## src/rtl/i2c_ee_pkg.sv

```systemverilog
package i2c_ee_pkg;
  typedef enum logic [3:0] {
    ST_IDLE,
    ST_DEV,
    ST_DEV_ACK,
    ST_WADR,
    ST_WADR_ACK,
    ST_WDAT,
    ST_WDAT_ACK,
    ST_RDAT,
    ST_RD_ACK,
    ST_HOLD
  } ee_state_e;
endpackage

```

## src/rtl/i2c_ee_sync.sv

```systemverilog
module i2c_ee_sync (
  input  logic clk,
  input  logic rst_n,
  input  logic scl_i,
  input  logic sda_i,
  output logic rst_sn,
  output logic scl_lvl,
  output logic sda_lvl,
  output logic scl_rise,
  output logic scl_fall,
  output logic start_det,
  output logic stop_det
);
  logic [1:0] rst_ff;
  logic [2:0] scl_ff;
  logic [2:0] sda_ff;

  // reset: asserted asynchronously, released on a clock edge
  always_ff @(posedge clk or negedge rst_n) begin
    if (!rst_n) rst_ff <= 2'b00;
    else        rst_ff <= {rst_ff[0], 1'b1};
  end
  assign rst_sn = rst_ff[1];

  // two synchroniser flops plus one history flop for each line
  always_ff @(posedge clk or negedge rst_n) begin
    if (!rst_n) begin
      scl_ff <= 3'b111;
      sda_ff <= 3'b111;
    end else begin
      scl_ff <= {scl_ff[1:0], scl_i};
      sda_ff <= {sda_ff[1:0], sda_i};
    end
  end

  assign scl_lvl   = scl_ff[1];
  assign sda_lvl   = sda_ff[1];
  assign scl_rise  = scl_ff[1] & ~scl_ff[2];
  assign scl_fall  = ~scl_ff[1] & scl_ff[2];
  assign start_det = scl_ff[1] & scl_ff[2] & sda_ff[2] & ~sda_ff[1];
  assign stop_det  = scl_ff[1] & scl_ff[2] & ~sda_ff[2] & sda_ff[1];
endmodule

```

## src/rtl/i2c_ee_prog.sv

```systemverilog
module i2c_ee_prog #(
  parameter int PROG_CYCLES = 400
) (
  input  logic clk,
  input  logic rst_n,
  input  logic start,
  output logic busy
);
  localparam int CW = $clog2(PROG_CYCLES + 1);

  logic [CW-1:0] cnt_q, cnt_d;
  logic          cnt_en;

  assign busy   = (cnt_q != '0);
  assign cnt_en = busy | start;

  always_comb begin
    cnt_d = cnt_q;
    if (busy)       cnt_d = cnt_q - CW'(1);
    else if (start) cnt_d = CW'(PROG_CYCLES);
  end

  always_ff @(posedge clk or negedge rst_n) begin
    if (!rst_n)      cnt_q <= '0;
    else if (cnt_en) cnt_q <= cnt_d;
  end
endmodule

```

## src/rtl/i2c_ee_mem.sv

```systemverilog
module i2c_ee_mem #(
  parameter int AW = 8,
  parameter int DW = 8
) (
  input  logic          clk,
  input  logic          we,
  input  logic [AW-1:0] waddr,
  input  logic [DW-1:0] wdata,
  input  logic [AW-1:0] raddr,
  output logic [DW-1:0] rdata
);
  localparam int DEPTH = 1 << AW;

  logic [DW-1:0] cells [DEPTH];

  always_ff @(posedge clk) begin
    if (we) cells[waddr] <= wdata;
  end

  assign rdata = cells[raddr];
endmodule

```

## src/rtl/i2c_ee_fsm.sv

```systemverilog
module i2c_ee_fsm
  import i2c_ee_pkg::*;
#(
  parameter logic [6:0] DEV_ADDR = 7'b1010000,
  parameter int         AW       = 8
) (
  input  logic          clk,
  input  logic          rst_n,
  input  logic          scl_rise,
  input  logic          scl_fall,
  input  logic          sda_lvl,
  input  logic          start_det,
  input  logic          stop_det,
  input  logic          busy,
  input  logic [7:0]    mem_rdata,
  output logic          mem_we,
  output logic [AW-1:0] mem_waddr,
  output logic [7:0]    mem_wdata,
  output logic [AW-1:0] ptr,
  output logic          ptr_inc,
  output logic          ptr_load,
  output logic          prog_start,
  output logic          sda_oe
);
  ee_state_e     state_q, state_d;
  logic [2:0]    bcnt_q, bcnt_d;
  logic          full_q, full_d;
  logic [7:0]    shreg_q, shreg_d;
  logic [AW-1:0] ptr_q, ptr_d;
  logic          rw_q, rw_d;
  logic          ack_q, ack_d;
  logic          mack_q, mack_d;
  logic          wpend_q, wpend_d;

  always_comb begin
    state_d    = state_q;
    bcnt_d     = bcnt_q;
    full_d     = full_q;
    shreg_d    = shreg_q;
    rw_d       = rw_q;
    ack_d      = ack_q;
    mack_d     = mack_q;
    wpend_d    = wpend_q;
    mem_we     = 1'b0;
    ptr_inc    = 1'b0;
    ptr_load   = 1'b0;
    prog_start = 1'b0;

    if (start_det) begin
      ack_d  = 1'b0;
      bcnt_d = '0;
      full_d = 1'b0;
      state_d = busy ? ST_IDLE : ST_DEV;
    end else if (stop_det) begin
      state_d    = ST_IDLE;
      ack_d      = 1'b0;
      bcnt_d     = '0;
      full_d     = 1'b0;
      prog_start = wpend_q & ~busy;
      wpend_d    = 1'b0;
    end else begin
      unique case (state_q)
        ST_DEV, ST_WADR, ST_WDAT: begin
          if (scl_rise && !full_q) begin
            shreg_d = {shreg_q[6:0], sda_lvl};
            bcnt_d  = bcnt_q + 3'd1;
            if (bcnt_q == 3'd7) full_d = 1'b1;
          end else if (scl_fall && full_q) begin
            full_d = 1'b0;
            bcnt_d = '0;
            if (state_q == ST_DEV) begin
              if (shreg_q[7:1] == DEV_ADDR) begin
                state_d = ST_DEV_ACK;
                rw_d    = shreg_q[0];
                ack_d   = 1'b1;
              end else begin
                state_d = ST_HOLD;
              end
            end else if (state_q == ST_WADR) begin
              state_d  = ST_WADR_ACK;
              ack_d    = 1'b1;
              ptr_load = 1'b1;
            end else begin
              state_d = ST_WDAT_ACK;
              ack_d   = 1'b1;
              mem_we  = 1'b1;
              ptr_inc = 1'b1;
              wpend_d = 1'b1;
            end
          end
        end
        ST_DEV_ACK: begin
          if (scl_fall) begin
            ack_d = 1'b0;
            if (rw_q) begin
              state_d = ST_RDAT;
              shreg_d = mem_rdata;
              bcnt_d  = '0;
            end else begin
              state_d = ST_WADR;
            end
          end
        end
        ST_WADR_ACK: begin
          if (scl_fall) begin
            ack_d   = 1'b0;
            state_d = ST_WDAT;
          end
        end
        ST_WDAT_ACK: begin
          if (scl_fall) begin
            ack_d   = 1'b0;
            state_d = ST_HOLD;
          end
        end
        ST_RDAT: begin
          if (scl_fall) begin
            if (bcnt_q == 3'd7) begin
              state_d = ST_RD_ACK;
              ptr_inc = 1'b1;
            end else begin
              shreg_d = {shreg_q[6:0], 1'b0};
              bcnt_d  = bcnt_q + 3'd1;
            end
          end
        end
        ST_RD_ACK: begin
          if (scl_rise) mack_d = ~sda_lvl;
          else if (scl_fall) begin
            if (mack_q) begin
              state_d = ST_RDAT;
              shreg_d = mem_rdata;
              bcnt_d  = '0;
            end else begin
              state_d = ST_HOLD;
            end
          end
        end
        default: ;
      endcase
    end
  end

  always_comb begin
    ptr_d = ptr_q;
    if (ptr_load)     ptr_d = shreg_q[AW-1:0];
    else if (ptr_inc) ptr_d = ptr_q + AW'(1);
  end

  always_ff @(posedge clk or negedge rst_n) begin
    if (!rst_n) begin
      state_q <= ST_IDLE;
      bcnt_q  <= '0;
      full_q  <= 1'b0;
      shreg_q <= '0;
      ptr_q   <= '0;
      rw_q    <= 1'b0;
      ack_q   <= 1'b0;
      mack_q  <= 1'b0;
      wpend_q <= 1'b0;
    end else begin
      state_q <= state_d;
      bcnt_q  <= bcnt_d;
      full_q  <= full_d;
      shreg_q <= shreg_d;
      ptr_q   <= ptr_d;
      rw_q    <= rw_d;
      ack_q   <= ack_d;
      mack_q  <= mack_d;
      wpend_q <= wpend_d;
    end
  end

  assign ptr       = ptr_q;
  assign mem_waddr = ptr_q;
  assign mem_wdata = shreg_q;
  assign sda_oe    = ack_q | ((state_q == ST_RDAT) & ~shreg_q[7]);
endmodule

```

## src/rtl/i2c_ee_target.sv

```systemverilog
module i2c_ee_target #(
  parameter logic [6:0] DEV_ADDR    = 7'b1010000,
  parameter int         AW          = 8,
  parameter int         PROG_CYCLES = 400
) (
  input  logic clk,
  input  logic rst_n,
  input  logic scl_i,
  input  logic sda_i,
  output logic sda_oe,
  output logic busy
);
  logic          rst_sn;
  logic          scl_lvl, sda_lvl, scl_rise, scl_fall;
  logic          start_det, stop_det;
  logic          mem_we, ptr_inc, ptr_load, prog_start;
  logic [AW-1:0] mem_waddr, ptr;
  logic [7:0]    mem_wdata, mem_rdata;

  i2c_ee_sync u_sync (
    .clk       (clk),
    .rst_n     (rst_n),
    .scl_i     (scl_i),
    .sda_i     (sda_i),
    .rst_sn    (rst_sn),
    .scl_lvl   (scl_lvl),
    .sda_lvl   (sda_lvl),
    .scl_rise  (scl_rise),
    .scl_fall  (scl_fall),
    .start_det (start_det),
    .stop_det  (stop_det)
  );

  i2c_ee_fsm #(.DEV_ADDR(DEV_ADDR), .AW(AW)) u_fsm (
    .clk        (clk),
    .rst_n      (rst_sn),
    .scl_rise   (scl_rise),
    .scl_fall   (scl_fall),
    .sda_lvl    (sda_lvl),
    .start_det  (start_det),
    .stop_det   (stop_det),
    .busy       (busy),
    .mem_rdata  (mem_rdata),
    .mem_we     (mem_we),
    .mem_waddr  (mem_waddr),
    .mem_wdata  (mem_wdata),
    .ptr        (ptr),
    .ptr_inc    (ptr_inc),
    .ptr_load   (ptr_load),
    .prog_start (prog_start),
    .sda_oe     (sda_oe)
  );

  i2c_ee_mem #(.AW(AW), .DW(8)) u_mem (
    .clk   (clk),
    .we    (mem_we),
    .waddr (mem_waddr),
    .wdata (mem_wdata),
    .raddr (ptr),
    .rdata (mem_rdata)
  );

  i2c_ee_prog #(.PROG_CYCLES(PROG_CYCLES)) u_prog (
    .clk   (clk),
    .rst_n (rst_sn),
    .start (prog_start),
    .busy  (busy)
  );
endmodule

```

## config.mk

```make
export PLATFORM = sky130hd
export DESIGN_NAME = i2c_ee_target
export DESIGN_NICKNAME = d
export VERILOG_FILES = /design/src/rtl/i2c_ee_pkg.sv /design/src/rtl/i2c_ee_sync.sv /design/src/rtl/i2c_ee_prog.sv /design/src/rtl/i2c_ee_mem.sv /design/src/rtl/i2c_ee_fsm.sv /design/src/rtl/i2c_ee_target.sv
export SDC_FILE = /design/constraint.sdc
export NUM_CORES = 2
export LEC_CHECK = 0
export ABC_AREA = 1
export BUFFER_PORTS_ARGS = -buffer_cell sky130_fd_sc_hd__buf_2
export CAP_MARGIN = 20
export CORE_MARGIN = 10
export CORE_UTILIZATION = 51
export DETAILED_ROUTE_END_ITERATION = 8
export PLACE_DENSITY = 0.68
export SYNTH_ARGS = -nofsm -noshare
export SYNTH_HDL_FRONTEND = slang
export SYNTH_HIERARCHICAL = 1
export SYNTH_SLANG_ARGS = --single-unit
```

## constraint.sdc

```tcl
create_clock -name clk -period 5.6 [get_ports clk]
set_input_delay 0.84 -clock clk [delete_from_list [all_inputs] [get_ports clk]]
set_output_delay 0.84 -clock clk [all_outputs]
set_load 0.1 [all_outputs]
```

After elaboration in Yosys (flattened, before gate mapping)
Memories as Yosys holds them, arrays and structs flattened. Index checks and enable logic that the tools add are counted.

Register bits after elaboration: 45. Input port bits: 4. Bits in writable memories: 2048. Memories kept: 1.

Bitwise logic cells: 20. Eq/ne operators: 37. Mux-type cells: 86. Reduce and logical (&&, ||, !) cells: 25. Add/subtract/negate cells: 3.

Memory list: u_mem.cells (words 256, bits a word 8, read ports 1, clocked after Yosys merged registers in 0, write ports 1, line i2c_ee_mem.sv:14) `logic [DW-1:0] cells [DEPTH];`.

Operators with widths (number): two-way mux 8 bit (10); two-way mux 4 bit (14); two-way mux 1 bit (42); two-way mux 3 bit (12); != test 4 x 3 -> 1 bit (second input constant) (9); one-hot mux 8 bit (4 select lines) (1); one-hot mux 4 bit (6 select lines) (1); two-way mux 9 bit (2); == test 4 x 3 -> 1 bit (second input constant) (4); != test 4 bit (second input constant) (4); != test 2 x 1 -> 1 bit (second input constant) (6); one-hot mux 3 bit (4 select lines) (1); nonzero test 4 bit (3); AND reduction 11 bit (1); != test 2 bit (second input constant) (5); AND reduction 10 bit (1); bitwise AND 1 bit (9); inverter 1 bit (9); AND reduction 9 bit (1); nonzero test 9 bit (1); subtractor 9 x 1 -> 9 bit (second input constant) (1); adder 8 x 1 -> 8 bit (second input constant) (1); == test 4 x 2 -> 1 bit (second input constant) (2); nonzero test 2 bit (4); other kinds (23) (27).

Depth between registers and ports, before layout
Depth after elaboration: 10. Mapped depth: 20.

Hierarchy
Netlist, hierarchy kept.

Modules (own cells, without submodules): i2c_ee_mem (cells each 6995, seq. area each 61499.0 µm², instances 1, area each 83236.1 µm²); i2c_ee_fsm (cells each 298, seq. area each 700.7 µm², instances 1, area each 2047.0 µm²); i2c_ee_prog (cells each 73, seq. area each 225.2 µm², instances 1, area each 539.3 µm²); i2c_ee_sync (cells each 20, seq. area each 207.7 µm², instances 1, area each 252.7 µm²).

Worst setup path after synthesis
OpenSTA, ideal clock, no wires.

Kind: reg2out. From: reg u_fsm.shreg_q[7], in the netlist u_fsm/mem_wdata[7]. To: out sda_oe. Stages on the path, launching flop included: 2. Setup slack: -0.351 ns. Arrival time: 5.111 ns. Path buffers: 0. Data required time: 4.760 ns. Cell sequence: dfrtp_1 -> o21bai_1.

Word-level cells in the longest chain between the ends: 3.

Ends and longest elaborated chain: from (decl) (line i2c_ee_fsm.sv:28) `logic [7:0] shreg_q, shreg_d;`; from (signal assigned) (line i2c_ee_fsm.sv:165) `shreg_q <= shreg_d;`; inverter 1 bit (line i2c_ee_fsm.sv:177) `assign sda_oe = ack_q | ((state_q == ST_RDAT) & ~shreg_q[7]);`; bitwise AND 1 bit (line i2c_ee_fsm.sv:177); bitwise OR 1 bit (line i2c_ee_fsm.sv:177); to (decl) (line i2c_ee_target.sv:10) `output logic sda_oe,`.

Every way passes these cells.

Final worst setup path
From: reg u_sync.sda_ff[1]. To: mem u_mem.cells[243][5], enable pin.

Word-level cells in the longest chain between the ends: 5. Elaborated cells on any way between the ends: 7. Those cells by class: 4 x mux; 3 x bitwise.

Ends and longest elaborated chain: from (decl) (line i2c_ee_sync.sv:16) `logic [2:0] sda_ff;`; from (signal assigned) (line i2c_ee_sync.sv:32) `sda_ff <= {sda_ff[1:0], sda_i};`; inverter 1 bit (line i2c_ee_sync.sv:40) `assign start_det = scl_ff[1] & scl_ff[2] & sda_ff[2] & ~sda_ff[1];`; bitwise AND 1 bit (line i2c_ee_sync.sv:40); net start_det (line i2c_ee_target.sv:15) `logic start_det, stop_det;`; two-way mux 1 bit (line i2c_ee_fsm.sv:49) `if (start_det) begin`; net mem_we (line i2c_ee_target.sv:16) `logic mem_we, ptr_inc, ptr_load, prog_start;`; two-way mux 1 bit (line i2c_ee_mem.sv:17) `if (we) cells[waddr] <= wdata;`; two-way mux 1 bit (not written as such) (line i2c_ee_mem.sv:17); to (decl) (line i2c_ee_mem.sv:14).

The timed path passes the listed nets, and every way through them passes these cells.

==> summary by stage <==
Critical path
The maximum fanout along the worst path is 16. Among all stages on the critical path, the largest delay is contributed by nor2_1. The kind of start point of the critical path is a register. The worst setup path is captured at a register. The worst endpoint data arrival time is 4480 ps.

The setup path with the least slack is of type register to register. The setup slack of the worst register-to-register path is 1580 ps. Traced cell by cell, the critical path runs through inv_1 -> nand2_1 -> nor2_1 -> nor2_4 -> inv_1 -> nor3_2 -> buf_4 -> nand2_2 -> nor2_1. The worst path required time is 6060 ps. The highest cell delay on the worst timing path is 810 ps.

Route
The final layout contains routed wiring with a total length of 221,000 um. The number of vias per cell is 5.91. The number of iterations in the first detailed-routing pass is 9. The number of DRC markers after the initial detailed-route iteration is ~7,500. The average routed wire per standard cell is 23.2 um.

In this run the remaining antenna-violating nets after routing total 0. The total number of vias is 56,500. The count of unresolved DRC violations after routing is 0.

Timing
The final max-slew violation count was 0. The final critical path time including I/O delays and setup is 4020 ps. The slew at the pin closest to its max-slew limit is around 1200 ps. The number of failing hold endpoints at the final stage was 0. The worst hold slack is 84.9 ps. The setup TNS is 0 ps. Setup repair after global routing left no endpoint under its margin. Setup violations remaining at the end of the flow were counted as 0.

The worst max-slew margin expressed relative to the limit is 19.6%. The worst-case clock skew is approximately 41 ps. The final clock period utilization by the worst path is 71.8%. Based on the critical path, the design can be clocked at up to 249 MHz.

Yosys
The share of synthesized area in the top cell type comes to 71.4%. The adder-cell share of the synthesized area is 0.0581%. The multiplexer area fraction after synthesis is 0%. The largest family of logic cells by synthesized area is simple AND/OR/NAND/NOR gates. The share of the Yosys chip area taken by registers is between 70% and 80%. The post-synthesis cell count is 7,386.

The post-synth net total is 7,394. In the synthesized netlist the dominant register cell turns out to be edfxtp_1. The cell area after synthesis is 86,100 um^2. Of the total synthesized cell area, the portion taken by AND, OR, NAND and NOR gates is 23.5%. The xor-xnor portion of the synthesized cell area is less than 1%. The register bit count reported by yosys is 2,093. A synthesized cell averages 11.7 um^2. Yosys attributes the largest share of cell area to edfxtp_1, nand3_1, nand2_1. The number of enable-type register cells in the synthesized netlist is roughly 2,000. The synthesized netlist devotes 0.199% of its cell area to compound gates. The count of cell types in the netlist is 38. In the synthesized netlist the async set-or-reset flop fraction comes to 2.15%. The largest area contributor in the netlist is edfxtp_1. Yosys printed 6 warnings.

Power and ir drop
The leakage power summed over all cells is 32.7 nW. In this run the power density over the cells is 372 nW/um^2. VDD sags by at most 339 uV.

Global route
The layer flagged by global routing as most heavily used is met2. Entering global routing, the biggest net connects 203 pins. For this run, global-route usage on met2 was measured as 36.7%. For met3 alone, demand over resource in global routing was 4.08%. The initial antenna violation count is 1. The first global-routing pass estimated approximately 330,000 um of wire. The via count of the first global-routing pass is 53,300. In the global route stage, overall resource usage came out at 23.2%.

The total overflow left after global routing is 0. Global routing consumed, on the met1 layer, 32.0% of the routing resources.

Clock network
The CTS tree is yes. In this run the deepest clock path goes through 3 buffers. The total clock buffers created by CTS is 203.

The cell sitting at the root of the clock tree is a clkbuf_16. The clock insertion delay at the later pin of the skew report is 850 ps. Clock tree synthesis found a total of between 2,000 and 2,500 sinks. The H-tree was split into 4 levels. Clock-pin slew was measured on the worst setup and hold paths at 60 ps. The number of gates resized after CTS was 0.

Die
The initial standard-cell utilization of the core is 51.4%. Measured along the x axis, the die boundary spans approximately 430 um. The number of placement rows is 150. Measured along the y axis, the die boundary spans 431 um. The region available for standard cell placement spans 167,000 um^2. The die covers around 190,000 um^2.

The number of top-level pins is 6.

Final layout
The share of layout cells above drive strength 1 is 5.95%. The sequential cells in the finished layout cover a total of 62,700 um^2. The commonest non-fill, non-tap cell in the layout is nand2_1. In the layout the commonest cells are nand2_1, nand3_1, edfxtp_1.

The final-layout fill cell count is 13,600. Compared with the post-synthesis result, the final layout area differs by 9.05%. The repair_antennas step left the layout with diodes totalling 0. The layout net count is slightly above 7,000. The multi-input combinational cells in the finished layout cover a total of a little over 20,000 um^2.

Min path
In this run the worst hold path is classified as input pin to register.

Job
The max-cap violation count is 0.

Placement
The post-detailed-placement half-perimeter wirelength is roughly 120,000 um. The number of buffer cells added on primary ports is 5. The weighted congestion reported at the end of routability-driven placement is slightly above 0.9.

Run status
The flow ran to the end, and the final reports show no timing, DRC or antenna violations.
## path summary, 6_finish.rpt
path / endpoint / cells after the start / from
worst min register to register: u_fsm/ack_q / 1 / u_sync/rst_ff[1]
worst min-delay path: u_sync/sda_ff[0] / 1 / sda_i
max in group asynchronous: u_fsm/mem_waddr[2] / 1 / u_sync/rst_ff[1]
min in group asynchronous: u_fsm/ack_q / 1 / u_sync/rst_ff[1]
worst max-delay path: u_mem/cells[243][5] / 9 / u_sync/sda_ff[1]
worst max register to register: u_mem/cells[243][5] / 9 / u_sync/sda_ff[1]
## kinds of logic (layout without fill, tap and decap cells)
logic type	after synthesis	count (layout)
other	1	1
buffers and inverters	588	562
adders and majority gates	4	4
AOI/OAI and AO/OA	28	28
and+or+nand+nor	4665	4665
DFF	2093	2093
xor gates and xnor gates	7	7
## report_power, final
part | internal [mW] | switching [mW] | leakage, nW
clock | 7.40 | 5.79 | 3.13
combinational | 0.320 | 2.12 | 10.3
sequential | 18.8 | 0.487 | 19.3
total | 26.5 | 8.40 | 32.7
## final cells by class
cell class | count | area share (%)
clock inverters | 132 | 1.29
repair buffers | 99 | 1.13
clock buffers | 239 | 5.56
flip-flops and latches | 2093 | 66.8
multi-input cells | 4705 | 21.9
well taps | 2204 | 2.94
inverters | 92 | 0.408
## critical path, delay by kind of cell (launching register included)
| kind | cells | cell delay (ps) |
|---|---|---|
| buf+inv | 3 | 610 |
| flops | 1 | 570 |
| simple gates | 6 | 2430 |
## cell usage after synthesis, types with 9 or more instances
cell,instances
buf_1,40
buf_2,270
inv_1,81
nor2_1,316
clkbuf_1,113
o21ai_0,14
buf_6,17
nand2_2,9
nand4_1,9
dfrtp_1,39
nand2_1,2240
buf_4,55
edfxtp_1,2048
nand3_1,2069
## metrics by stage
stage	util (%)	setup slack [ps]	power (mW)	area, um^2	instances
finish	56.1	1580	34.9	93900	9564
CTS	56.1	1600	35.1	93900	9564
floorplan	-	1360	20.9	86100	7386
global placement	52.2	1550	22.1	87400	9189
detailed placement	52.2	1640	22.1	87400	9192
global route	56.1	1380	36.0	93900	9564
## sequential cells by signal, summed over array words and instances (netlist names), 2 cells and up
register and count:
u_fsm/bcnt_q 3, u_fsm/mem_waddr 8, u_fsm/state_q 4, u_prog/cnt_q 9, u_sync/sda_ff 3, u_fsm/mem_wdata 8
u_sync/rst_ff 2, u_sync/scl_ff 3, u_mem/cells 2048
## layer usage
layer,share of wire (%),routed length [um],vias to the layer above
met5,0,0,-
met4,4.0,8880,0
met3,9.7,21400,481
met2,47,103000,2845
met1,40,87900,27500
li1,-,-,25700
## what timing repair did
action / CTS / global route
hold buffers: 1 / 0
setup buffers: 0 / 0
hold endpoints to repair: 8 / 0
endpoints found under the setup margin: 0 / 0
Power figures use the tool's default switching activity.
